[src/rtl/ipi_route_pkg.sv]
package ipi_route_pkg;
  typedef enum logic [1:0] {
    SH_DEST    = 2'd0,
    SH_SELF    = 2'd1,
    SH_ALL     = 2'd2,
    SH_OTHERS  = 2'd3
  } shorthand_e;

  typedef enum logic [1:0] {
    FMT_FLAT    = 2'd0,
    FMT_CLUSTER = 2'd1
  } lfmt_e;

  localparam logic [7:0] PHYS_BCAST = 8'hFF;
endpackage

[src/rtl/ipi_dest_match.sv]
module ipi_dest_match
  import ipi_route_pkg::*;
#(
  parameter int IDX_W = 3,
  parameter int SELF  = 0
) (
  input  logic [IDX_W-1:0] sender_i,
  input  logic [1:0]       shorthand_i,
  input  logic             logical_i,
  input  logic [7:0]       dest_i,
  input  logic [7:0]       id_i,
  input  logic [7:0]       lid_i,
  input  logic [1:0]       fmt_i,
  output logic             hit_o
);
  logic is_self;
  logic log_hit;

  assign is_self = (sender_i == IDX_W'(SELF));

  always_comb begin
    unique case (fmt_i)
      FMT_FLAT:    log_hit = |(lid_i & dest_i);
      FMT_CLUSTER: log_hit = (lid_i[7:4] == dest_i[7:4]) && |(lid_i[3:0] & dest_i[3:0]);
      default:     log_hit = 1'b0;
    endcase
  end

  always_comb begin
    unique case (shorthand_i)
      SH_DEST:   hit_o = logical_i ? log_hit : ((dest_i == PHYS_BCAST) || (dest_i == id_i));
      SH_SELF:   hit_o = is_self;
      SH_ALL:    hit_o = 1'b1;
      default:   hit_o = !is_self;
    endcase
  end
endmodule

[src/rtl/ipi_rr_pick.sv]
module ipi_rr_pick #(
  parameter int N_TGT = 8,
  parameter int IDX_W = 3
) (
  input  logic [IDX_W-1:0] ptr_i,
  input  logic [N_TGT-1:0] match_i,
  input  logic [N_TGT-1:0] en_i,
  output logic [N_TGT-1:0] pick_o,
  output logic             upd_o,
  output logic [IDX_W-1:0] next_ptr_o
);
  logic [IDX_W-1:0] rr_sel;
  logic [IDX_W-1:0] fb_sel;
  logic             found;

  // rotating search, starting one past the last choice
  always_comb begin
    found  = 1'b0;
    rr_sel = '0;
    for (int k = 1; k <= N_TGT; k++) begin
      int j;
      j = int'(ptr_i) + k;
      if (j >= N_TGT) j = j - N_TGT;
      if (!found && match_i[j] && en_i[j]) begin
        found  = 1'b1;
        rr_sel = IDX_W'(j);
      end
    end
  end

  always_comb begin
    fb_sel = '0;
    for (int i = N_TGT - 1; i >= 0; i--) begin
      if (match_i[i]) fb_sel = IDX_W'(i);
    end
  end

  always_comb begin
    pick_o = '0;
    if (found)          pick_o[rr_sel] = 1'b1;
    else if (|match_i)  pick_o[fb_sel] = 1'b1;
    else                pick_o[0]      = 1'b1;
  end

  assign upd_o      = found;
  assign next_ptr_o = rr_sel;
endmodule

[src/rtl/ipi_route.sv]
module ipi_route
  import ipi_route_pkg::*;
#(
  parameter int N_TGT = 8,
  localparam int IDX_W = (N_TGT > 1) ? $clog2(N_TGT) : 1
) (
  input  logic               clk_i,
  input  logic               rst_ni,
  input  logic               cmd_valid_i,
  input  logic [IDX_W-1:0]   sender_i,
  input  logic [1:0]         shorthand_i,
  input  logic               logical_i,
  input  logic [7:0]         dest_i,
  input  logic               lowest_i,
  input  logic [8*N_TGT-1:0] tgt_id_i,
  input  logic [8*N_TGT-1:0] tgt_lid_i,
  input  logic [2*N_TGT-1:0] tgt_fmt_i,
  input  logic [N_TGT-1:0]   tgt_en_i,
  output logic               done_o,
  output logic [N_TGT-1:0]   mask_o
);
  localparam logic [IDX_W-1:0] PTR_RST = IDX_W'(N_TGT - 1);

  logic [N_TGT-1:0] match;
  logic [N_TGT-1:0] pick;
  logic [IDX_W-1:0] ptr_q;
  logic [IDX_W-1:0] ptr_nxt;
  logic             ptr_upd;

  for (genvar g = 0; g < N_TGT; g++) begin : g_tgt
    ipi_dest_match #(.IDX_W(IDX_W), .SELF(g)) u_match (
      .sender_i    (sender_i),
      .shorthand_i (shorthand_i),
      .logical_i   (logical_i),
      .dest_i      (dest_i),
      .id_i        (tgt_id_i[8*g +: 8]),
      .lid_i       (tgt_lid_i[8*g +: 8]),
      .fmt_i       (tgt_fmt_i[2*g +: 2]),
      .hit_o       (match[g])
    );
  end

  ipi_rr_pick #(.N_TGT(N_TGT), .IDX_W(IDX_W)) u_pick (
    .ptr_i      (ptr_q),
    .match_i    (match),
    .en_i       (tgt_en_i),
    .pick_o     (pick),
    .upd_o      (ptr_upd),
    .next_ptr_o (ptr_nxt)
  );

  always_ff @(posedge clk_i or negedge rst_ni) begin
    if (!rst_ni) begin
      done_o <= 1'b0;
      mask_o <= '0;
      ptr_q  <= PTR_RST;
    end else begin
      done_o <= cmd_valid_i;
      if (cmd_valid_i) begin
        mask_o <= lowest_i ? pick : match;
        if (lowest_i && ptr_upd) ptr_q <= ptr_nxt;
      end
    end
  end
endmodule

[config.mk]
export PLATFORM = sky130hd
export DESIGN_NAME = ipi_route
export DESIGN_NICKNAME = d
export VERILOG_FILES = /design/src/rtl/ipi_route_pkg.sv /design/src/rtl/ipi_dest_match.sv /design/src/rtl/ipi_rr_pick.sv /design/src/rtl/ipi_route.sv
export SDC_FILE = /design/constraint.sdc
export NUM_CORES = 1
export LEC_CHECK = 0
export ABC_CLOCK_PERIOD_IN_PS = 5900
export BUFFER_PORTS_ARGS = -buffer_cell sky130_fd_sc_hd__buf_2
export CORE_MARGIN = 2
export CORE_UTILIZATION = 35
export CTS_CLUSTER_DIAMETER = 80
export DETAILED_ROUTE_END_ITERATION = 10
export SLEW_MARGIN = 20
export SYNTH_ARGS = -nofsm -noshare
export SYNTH_HDL_FRONTEND = slang
export SYNTH_SLANG_ARGS = --single-unit
[constraint.sdc]
create_clock -name clk_i -period 5.9 [get_ports clk_i]
set_input_delay 0.295 -clock clk_i [delete_from_list [all_inputs] [get_ports clk_i]]
set_output_delay 0.295 -clock clk_i [all_outputs]
set_load 0.05 [all_outputs]
==> impl_metrics.csv, run 1 <==
group,metric,value,unit
sta,tightest_slew,0.719,ns
route,wl,14100,um
clock_tree,clock_sinks,12,
logic_synthesis,synth_cell_types,82,
floorplan,floorplan.initialDensity,36.1,%
setup_path,crit_path_start,"ptr_q[0]",
cells_and_area,multi_input_area,0.00320,mm2
floorplan,die_width,107,um
power_and_ir_drop,ir_worst_vdd,0.000381,V
cells_and_area,area_delta_synth_final,24.1,%
setup_path,cp_cell_sequence,"inv_1 > ha_1 > nor2_1 > and3_1 > o41a_1 > mux2i_1 > a32oi_1 > or3_1 > o31ai_2 > or3b_1 > a21oi_1",
sta,slew_headroom,51.5,%
global_routing,grt.overflow.total,0,
power_and_ir_drop,seqPwrFrac,11.4,%
cells_and_area,fillers,1056,
sta,fin_skew,0.00520,ns
logic_synthesis,synth-simple-area-share,23.5,%
clock_tree,max-clock-path-buffers,2,
logic_synthesis,synth_commonest_cells,"xnor2_1 (54), ha_1 (34), nand2_1 (29)",
logic_synthesis,yosysSeqAreaShare,8.12,%
route,drcViolationCount,0,
route,viasPerCell,5.89,
logic_synthesis,yosysWarnings,0,
logic_synthesis,synth_top_family_by_area,"compound AO/OA/AOI/OAI gates",
floorplan,row_count,37,
global_routing,grt_pass1_wl,21900,um
sta,max_freq,196,MHz
logic_synthesis,syn_area_per_cell,8.22,um2
logic_synthesis,synth_area,0.00375,mm2
sta,tns,0,ns
logic_synthesis,synth_adder_area_share,11.4,%
placement,hpwlAfterDp,11500,um
route,drt-pass1-iter-count,5,
clock_tree,cts_buffers,3,
placement,dp.cells,739,
logic_synthesis,async_flop_share,100,%
global_routing,grt_pass1_vias,4432,
setup_path,path_class,"flop to flop",
floorplan,ios,179,
power_and_ir_drop,p_per_area,391,mW/mm2
outcome,status,"completed",
logic_synthesis,synth.most_common_cell,"xnor2_1",
power_and_ir_drop,p_int,0.796,mW
cells_and_area,ff_latch_area,304,um2
power_and_ir_drop,p_total,1.82,mW
logic_synthesis,yosysTopAreaCellShare,12.6,%
logic_synthesis,synthXorXnorAreaFrac,17.5,%
logic_synthesis,synth_edf_count,0,
clock_tree,cts_tree,"built",
route,vias,4386,
sta,post-route-min-period,5.09,ns
setup_path,r2r_cells,11,
sta,drv_slew,0,
clock_tree,htreeDepth,1,
power_and_ir_drop,p_leak,1.99,nW
power_and_ir_drop,switching_power,1.02,mW
setup_path,cpPeakStageDelay,0.86,ns
sta,timing.final.crit_share,86.3,%
setup_path,r2r_slack,0.81,ns
logic_synthesis,postSynthCellCount,456,
logic_synthesis,synth_top_area_cell,"xnor2_1",
logic_synthesis,ys_ff_latch,12,
power_and_ir_drop,comb_power_share,84.3,%
sta,setup-violations-final,0,
logic_synthesis,synth_compound_area_share,28.3,%
setup_path,critPathMaxFanout,24,
setup_path,worstPathRequired,6.07,ns
placement,port_buffers,178,
setup_path,critPathCaptureType,"flop",
logic_synthesis,synth.area.top_cells,"xnor2_1 (13%), ha_1 (11%), dfrtp_1 (6.0%), xor2_1 (4.9%), nand4_1 (4.0%)",
clock_tree,root_buffer,"clkbuf_8",
sta,rsz0062_at_grt,"no",
route,dr.first_iter.drc_count,257,
power_and_ir_drop,clkPwrFrac,4.3,%
logic_synthesis,synthMuxAreaShare,4.74,%
floorplan,dieHeight,107,um
global_routing,track_usage,23.6,%
clock_tree,post_cts_buffers,0,
clock_tree,clk_pin_slew,0.05,ns
cells_and_area,drive_above_1_share,34.4,%
floorplan,coreArea,0.0104,mm2
setup_path,r2r-end,"mask_o[4]",
worst_hold_path,hold_class,"input pin to flop",
global_routing,grt_antenna_before_repair,1,
cells_and_area,final_core_util,44.8,%
setup_path,cp_slowest_cell,"dfstp_2",
flow_run,maxCapViolations,0,
cells_and_area,fin_cells,745,
logic_synthesis,ys_dominant_reg_cell,"dfrtp_1",
setup_path,worstPathArrival,5.26,ns
logic_synthesis,syn-num-nets,660,
floorplan,dieArea,0.0115,mm2
setup_path,cp-start-kind,"flop",
global_routing,grt_max_degree,25,
setup_path,crit_end,"mask_o[4]",
cells_and_area,nNetsFinal,813,
placement,place.gp.congestion,0.938,
setup_path,rr_startpoint,"ptr_q[0]",
clock_tree,cts_resized,0,
clock_tree,insertion_delay,0.24,ns
power_and_ir_drop,switching_share,56.2,%
route,wl_per_cell,18.9,um
route,ant_nets,0,
sta,hold_violations,0,
## cells in the final DEF, fill, tap and decap left out, types with 10 or more instances in the layout
| master | netlist | routed |
|---|---|---|
| buf_2 | 1 | 178 |
| xnor2_1 | 54 | 54 |
| ha_1 | 34 | 34 |
| nand2_1 | 29 | 29 |
| nor2_1 | 25 | 25 |
| nand4_1 | 24 | 24 |
| xor2_1 | 21 | 21 |
| nor4_1 | 18 | 18 |
| a21oi_1 | 16 | 16 |
| a22oi_1 | 15 | 15 |
| nor3_1 | 10 | 10 |
| o22ai_1 | 10 | 10 |
## repair_timing
action	CTS	global route
endpoints found under the setup margin	0	0
hold endpoints to repair	9	0
hold buffers	1	0
## state kept, by name, summed over array words and instances (netlist names)
| name | count |
|---|---|
| mask_o | 8 |
| ptr_q | 3 |
| done_o | 1 |
## final cells by class
type / instances / area share (%)
multi-input combinational: 406 / 68.8
timing repair buffer: 179 / 19.4
tap: 136 / 3.66
antenna: 1 / 0.0538
clock buffer: 4 / 0.969
inverter: 7 / 0.565
sequential: 12 / 6.54
## layer usage
| layer | GRT usage [%] | vias to the layer above | share of wire (%) |
|---|---|---|---|
| met3 | 2.66 | 32 | 7.3 |
| li1 | - | 2098 | - |
| met2 | 44.0 | 201 | 49 |
| met1 | 27.7 | 2055 | 40 |
| met4 | 8.24 | 0 | 3.3 |
| met5 | 0 | - | 0 |
## how the worst min path moves through the flow
stage                           end  slack [ns]         from  cells past startpoint
after global placement    mask_o[2]        0.19       rst_ni                      1
after detailed placement  mask_o[2]        0.19       rst_ni                      1
after CTS                    done_o        0.27  cmd_valid_i                      1
final                        done_o        0.27  cmd_valid_i                      1
after global routing         done_o        0.29  cmd_valid_i                      1
after floorplan              done_o     -0.0006       rst_ni                      0
## power by group through the flow
| stage | logic, mW | clock network, mW | registers, mW |
|---|---|---|---|
| after floorplan | 1.14 | 0 | 0.249 |
| after global placement | 1.49 | 0 | 0.205 |
| after detailed placement | 1.51 | 0 | 0.206 |
| after CTS | 1.52 | 0.0807 | 0.205 |
| after global routing | 1.66 | 0.0827 | 0.217 |
| final | 1.53 | 0.0781 | 0.207 |
## worst max-delay path: cells and delay by family (launching register included)
| kind | cells | cell delay, ns |
|---|---|---|
| buffers and inverters | 1 | 0.36 |
| AO/OA/AOI/OAI | 4 | 1.41 |
| multiplexers | 1 | 0.22 |
| AND/OR/NAND/NOR | 4 | 1.35 |
| flip-flops | 1 | 0.86 |
| adder cells (fa/ha/maj) | 1 | 0.81 |
## kinds of logic after synthesis
kind of cell             count (synthesis)
flip-flops                              12
XOR/XNOR                                75
adder cells (fa/ha/maj)                 34
buffers and inverters                   38
AND/OR/NAND/NOR                        157
AO/OA/AOI/OAI                          130
multiplexers                            10
## stage by stage
| stage | hold WS (ns) | setup WS (ns) | area [um2] |
|---|---|---|---|
| 2_1_floorplan | -0.000591 | 1.85 | 3750 |
| 3_3_place_gp | 0.189 | 1.03 | 4590 |
| 3_5_place_dp | 0.193 | 0.903 | 4590 |
| 4_1_cts | 0.272 | 0.889 | 4650 |
| 5_1_grt | 0.288 | 0.482 | 4650 |
| 6_report | 0.275 | 0.810 | 4650 |
Note: power is estimated with default switching activity, not from simulation.
==> run 2, diff against run 1 <==
--- a/config.mk
+++ b/config.mk
@@ -7,10 +7,14 @@
 export LEC_CHECK = 0
 export ABC_CLOCK_PERIOD_IN_PS = 5900
 export BUFFER_PORTS_ARGS = -buffer_cell sky130_fd_sc_hd__buf_2
+export CELL_PAD_IN_SITES_DETAIL_PLACEMENT = 1
+export CELL_PAD_IN_SITES_GLOBAL_PLACEMENT = 1
 export CORE_MARGIN = 2
 export CORE_UTILIZATION = 35
 export CTS_CLUSTER_DIAMETER = 80
 export DETAILED_ROUTE_END_ITERATION = 10
+export PLACE_DENSITY_LB_ADDON = 0.1
+export RECOVER_POWER = 100
 export SLEW_MARGIN = 20
 export SYNTH_ARGS = -nofsm -noshare
 export SYNTH_HDL_FRONTEND = slang
==> impl_metrics.csv, run 2 (synthesized netlist as in run 1, its figures left out) <==
group,metric,value,unit
global_routing,grt_pass1_wl,24200,um
flow_run,maxCapViolations,0,
setup_path,path_class,"flop to flop",
power_and_ir_drop,p_total,1.83,mW
cells_and_area,drive_above_1_share,32.6,%
cells_and_area,fin_cells,744,
power_and_ir_drop,ir_worst_vdd,0.000276,V
power_and_ir_drop,p_int,0.785,mW
route,ant_nets,0,
cells_and_area,final_common_cell,"buf_2",
sta,hold_violations,0,
worst_hold_path,hold_class,"input pin to flop",
sta,setup-violations-final,0,
route,drt-pass1-iter-count,4,
clock_tree,cts_buffers,3,
placement,hpwlAfterDp,12600,um
power_and_ir_drop,clkPwrFrac,5.0,%
placement,dp_worst_setup_slack,0.974,ns
clock_tree,cts_tree,"built",
sta,slew_headroom,44.7,%
power_and_ir_drop,comb_power_share,83.7,%
cells_and_area,antenna_cells,0,
clock_tree,clk_pin_slew,0.06,ns
route,wl,15200,um
sta,setup_ws,0.833,ns
placement,dp.cells,739,
outcome,status,"completed",
cells_and_area,mostFrequentLayoutCells,"buf_2 (167), xnor2_1 (54), ha_1 (34)",
placement,port_buffers,178,
setup_path,critPathCaptureType,"flop",
clock_tree,post_cts_buffers,0,
clock_tree,cts_resized,0,
cells_and_area,top_register,"mask_o",
cells_and_area,largest_reg_flops,8,
setup_path,cp-start-kind,"flop",
sta,tightest_slew,0.821,ns
global_routing,grt_use_met2,45.8,%
power_and_ir_drop,switching_share,57.2,%
sta,hold_ws,0.405,ns
sta,drv_slew,0,
clock_tree,max-clock-path-buffers,2,
floorplan,ios,179,
sta,timing.final.crit_share,85.9,%
route,vias,4418,
sta,max_freq,197,MHz
global_routing,use_met1,34.9,%
cells_and_area,largestRegisters,"mask_o (8), ptr_q (3), done_o (1)",
global_routing,grt_pass1_vias,4593,
power_and_ir_drop,p_leak,1.96,nW
clock_tree,insertion_delay,0.24,ns
clock_tree,htreeDepth,1,
sta,tns,0,ns
clock_tree,clock_sinks,12,
route,dr.first_iter.drc_count,238,
cells_and_area,final_core_util,44.6,%
sta,rsz0062_at_grt,"no",
setup_path,critPathMaxFanout,24,
route,wl_per_cell,20.5,um
floorplan,dieHeight,107,um
global_routing,top_usage_layer,"met2",
setup_path,worstPathRequired,6.07,ns
sta,post-route-min-period,5.07,ns
sta,fin_skew,0.000445,ns
floorplan,row_count,37,
route,viasPerCell,5.94,
floorplan,coreArea,0.0104,mm2
placement,placed_cell_area,0.00459,mm2
power_and_ir_drop,seqPwrFrac,11.3,%
route,drcViolationCount,0,
floorplan,floorplan.initialDensity,36.1,%
setup_path,worstPathArrival,5.23,ns
cells_and_area,fin_area,0.00463,mm2
floorplan,dieArea,0.0115,mm2
global_routing,grt_max_degree,25,
power_and_ir_drop,p_per_area,396,mW/mm2
global_routing,gr-usage-met3,3.45,%
global_routing,grt.overflow.total,0,
cells_and_area,nNetsFinal,813,
clock_tree,root_buffer,"clkbuf_8",
global_routing,track_usage,26.3,%
floorplan,die_width,107,um
placement,place.gp.congestion,0.920,
cells_and_area,area_delta_synth_final,23.5,%
power_and_ir_drop,switching_power,1.05,mW
global_routing,grt_antenna_before_repair,0,
-- run 2: changes by cell type in the layout (fill, tap and decap cells not counted), sizes merged --
cell / change
clkbuf: +11
buf: -11
diode: -1
-- run 2: power by group through the flow --
| stage | Sequential [mW] | Clock, mW | Combinational, mW |
|---|---|---|---|
| CTS | 0.207 | 0.0949 | 1.56 |
| finish | 0.208 | 0.0919 | 1.53 |
| global route | 0.219 | 0.0982 | 1.67 |
| global placement | 0.205 | 0 | 1.51 |
| floorplan | 0.249 | 0 | 1.14 |
| detailed placement | 0.207 | 0 | 1.54 |
-- run 2: cell type report --
cell class / count / area [um2]
multi-input combinational: 406 / 3180
timing repair buffer: 179 / 887
sequential: 12 / 304
fill: 1372 / 5740
clock buffer: 4 / 55.1
inverter: 7 / 26.3
tap: 136 / 170
-- run 2: worst max-delay path, stage by stage, from the launching register on --
cell	delay, ns
dfstp_2	0.82
inv_1	0.35
ha_1	0.75
nand2_1	0.19
inv_1	0.12
nand4_1	0.11
a41oi_1	0.47
mux2i_1	0.17
a32oi_1	0.27
or3_1	0.41
a211oi_1	0.11
o41ai_2	0.79
nor4b_1	0.27
o21bai_1	0.14
-- run 2: routing by layer --
layer  routed length (um)  part of all wire (%)
met4                  257                   1.7
met2                 7390                    49
met1                 6730                    44
met5                    0                     0
met3                  848                   5.6
-- run 2: worst paths after layout --
| kind | from | end | slack (ns) | depth (start not counted) |
|---|---|---|---|---|
| max reg2reg | ptr_q[0] | mask_o[2] | 0.83 | 13 |
| max | ptr_q[0] | mask_o[2] | 0.83 | 13 |
| min in group asynchronous | rst_ni | mask_o[1] | 0.60 | 2 |
| min | cmd_valid_i | done_o | 0.40 | 1 |
| max in group asynchronous | rst_ni | mask_o[4] | 4.87 | 2 |
| min reg2reg | mask_o[1] | mask_o[1] | 0.57 | 2 |
-- run 2: timing repair --
item,in CTS,in global routing
hold buffers,1,0
hold endpoints to repair,9,0
setup endpoints to repair,0,0
==> run 3, diff against run 2 <==
--- a/config.mk
+++ b/config.mk
@@ -9,11 +9,10 @@
 export BUFFER_PORTS_ARGS = -buffer_cell sky130_fd_sc_hd__buf_2
 export CELL_PAD_IN_SITES_DETAIL_PLACEMENT = 1
 export CELL_PAD_IN_SITES_GLOBAL_PLACEMENT = 1
-export CORE_MARGIN = 2
 export CORE_UTILIZATION = 35
 export CTS_CLUSTER_DIAMETER = 80
 export DETAILED_ROUTE_END_ITERATION = 10
-export PLACE_DENSITY_LB_ADDON = 0.1
+export PLACE_DENSITY = 0.89
 export RECOVER_POWER = 100
 export SLEW_MARGIN = 20
 export SYNTH_ARGS = -nofsm -noshare
==> impl_metrics.csv, run 3 (synthesized netlist as in run 1, its figures left out) <==
group,metric,value,unit
placement,hpwlAfterDp,13100,um
power_and_ir_drop,p_leak,1.96,nW
sta,slew_headroom,48.7,%
outcome,status,"completed",
cells_and_area,largestRegisters,"mask_o (8), ptr_q (3), done_o (1)",
floorplan,die_width,105,um
global_routing,grt_max_degree,25,
power_and_ir_drop,ir_worst_vdd,0.000369,V
route,dr.first_iter.drc_count,212,
sta,rsz0062_at_grt,"no",
setup_path,worst_path_most_repeated_cell,"inv_1",
setup_path,cp_cell_sequence,"inv_1 > ha_1 > nand2_1 > inv_1 > nand4_1 > a41oi_1 > mux2i_1 > a32oi_1 > or3_1 > a211oi_1 > o41ai_2 > nor4b_1 > o21bai_1",
cells_and_area,fillers,1335,
cells_and_area,largest_reg_flops,8,
sta,timing.final.crit_share,86.8,%
setup_path,path_class,"flop to flop",
cells_and_area,final_common_cell,"buf_2",
worst_hold_path,hold_class,"input pin to flop",
setup_path,critPathMaxFanout,24,
route,wl_per_cell,21.0,um
clock_tree,clk_pin_slew,0.05,ns
placement,port_buffers,178,
route,vias,4519,
setup_path,r2r_slack,0.78,ns
cells_and_area,fin_area,0.00463,mm2
cells_and_area,final_core_util,44.7,%
cells_and_area,area_delta_synth_final,23.6,%
sta,fin_skew,0.000536,ns
clock_tree,cts_buffers,3,
sta,drv_slew,0,
sta,hold_violations,0,
power_and_ir_drop,p_total,1.82,mW
route,drt-pass1-iter-count,4,
clock_tree,cts_resized,0,
clock_tree,post_cts_buffers,0,
floorplan,row_count,37,
sta,tns,0,ns
cells_and_area,mostFrequentLayoutCells,"buf_2 (167), xnor2_1 (54), ha_1 (34)",
route,drcViolationCount,0,
clock_tree,clock_sinks,12,
setup_path,cp_slowest_cell,"dfstp_2",
route,wl,15700,um
sta,max_freq,195,MHz
route,ant_nets,0,
placement,placed_cell_area,0.00459,mm2
clock_tree,root_buffer,"clkbuf_8",
sta,hold_ws,0.388,ns
clock_tree,insertion_delay,0.25,ns
floorplan,coreArea,0.0104,mm2
setup_path,worstPathArrival,5.29,ns
sta,post-route-min-period,5.12,ns
clock_tree,max-clock-path-buffers,2,
flow_run,maxCapViolations,0,
clock_tree,htreeDepth,1,
floorplan,ios,179,
route,viasPerCell,6.06,
global_routing,track_usage,28.2,%
cells_and_area,nNetsFinal,813,
sta,setup-violations-final,0,
sta,tightest_slew,0.757,ns
global_routing,grt.overflow.total,0,
global_routing,grt_pass1_vias,4895,
setup_path,cpPeakStageDelay,0.84,ns
power_and_ir_drop,p_per_area,394,mW/mm2
cells_and_area,drive_above_1_share,32.6,%
setup_path,cp-start-kind,"flop",
floorplan,dieArea,0.0111,mm2
global_routing,grt_pass1_wl,24800,um
setup_path,critPathCaptureType,"flop",
clock_tree,postCtsHoldBufs,1,
floorplan,floorplan.initialDensity,36.1,%
cells_and_area,top_register,"mask_o",
global_routing,grt_antenna_before_repair,2,
setup_path,worstPathRequired,6.07,ns
clock_tree,cts_tree,"built",
placement,place.gp.congestion,0.939,
floorplan,dieHeight,105,um
[run 3: changes by cell type in the layout (fill, tap and decap cells not counted)]
cell	change
diode_2	+2
[run 3: layout make-up]
type / count / area, um2 / area share, %
Sequential cell: 12 / 304 / 6.57
Timing Repair Buffer: 179 / 887 / 19.2
Clock buffer: 4 / 55.1 / 1.19
Multi-Input combinational cell: 406 / 3180 / 68.7
Tap cell: 136 / 170 / 3.67
Antenna cell: 2 / 5.00 / 0.108
Inverter: 7 / 26.3 / 0.567
[run 3: critical path: cells and delay by family (launching register included)]
kind | cells | cell delay, ns
AOI/OAI and AO/OA | 5 | 1.71
and+or+nand+nor | 4 | 1.00
DFF | 1 | 0.84
adders and majority gates | 1 | 0.81
buffers and inverters | 2 | 0.49
muxes | 1 | 0.18
[run 3: metrics by stage]
step	instances	setup slack [ns]
3_5_place_dp	739	0.873
4_1_cts	744	0.827
2_1_floorplan	456	1.85
3_3_place_gp	739	1.12
5_1_grt	746	0.274
6_report	746	0.780
[run 3: path summary, 6_finish.rpt]
path                        startpoint   endpoint  depth (start not counted)
setup reg to reg              ptr_q[0]  mask_o[2]                         13
setup / recovery              ptr_q[0]  mask_o[2]                         13
hold reg to reg              mask_o[5]  mask_o[5]                          2
max in group asynchronous       rst_ni  mask_o[5]                          2
min in group asynchronous       rst_ni  mask_o[1]                          2
hold / removal             cmd_valid_i     done_o                          1
[run 3: report_power, final]
| part | total [mW] | switching, mW | internal, mW |
|---|---|---|---|
| Sequential | 0.208 | 0.0774 | 0.130 |
| Combinational | 1.52 | 0.928 | 0.595 |
| Clock | 0.0923 | 0.0331 | 0.0591 |
| Total | 1.82 | 1.04 | 0.785 |
[run 3: routing by layer]
metal  GRT usage [%]  vias up  wire length (um)
met5               0        -                 0
met4            11.8        0               666
met3            3.22       49               947
met2            54.7      205              8200
met1            30.4     2163              5870
li1                -     2102                 -
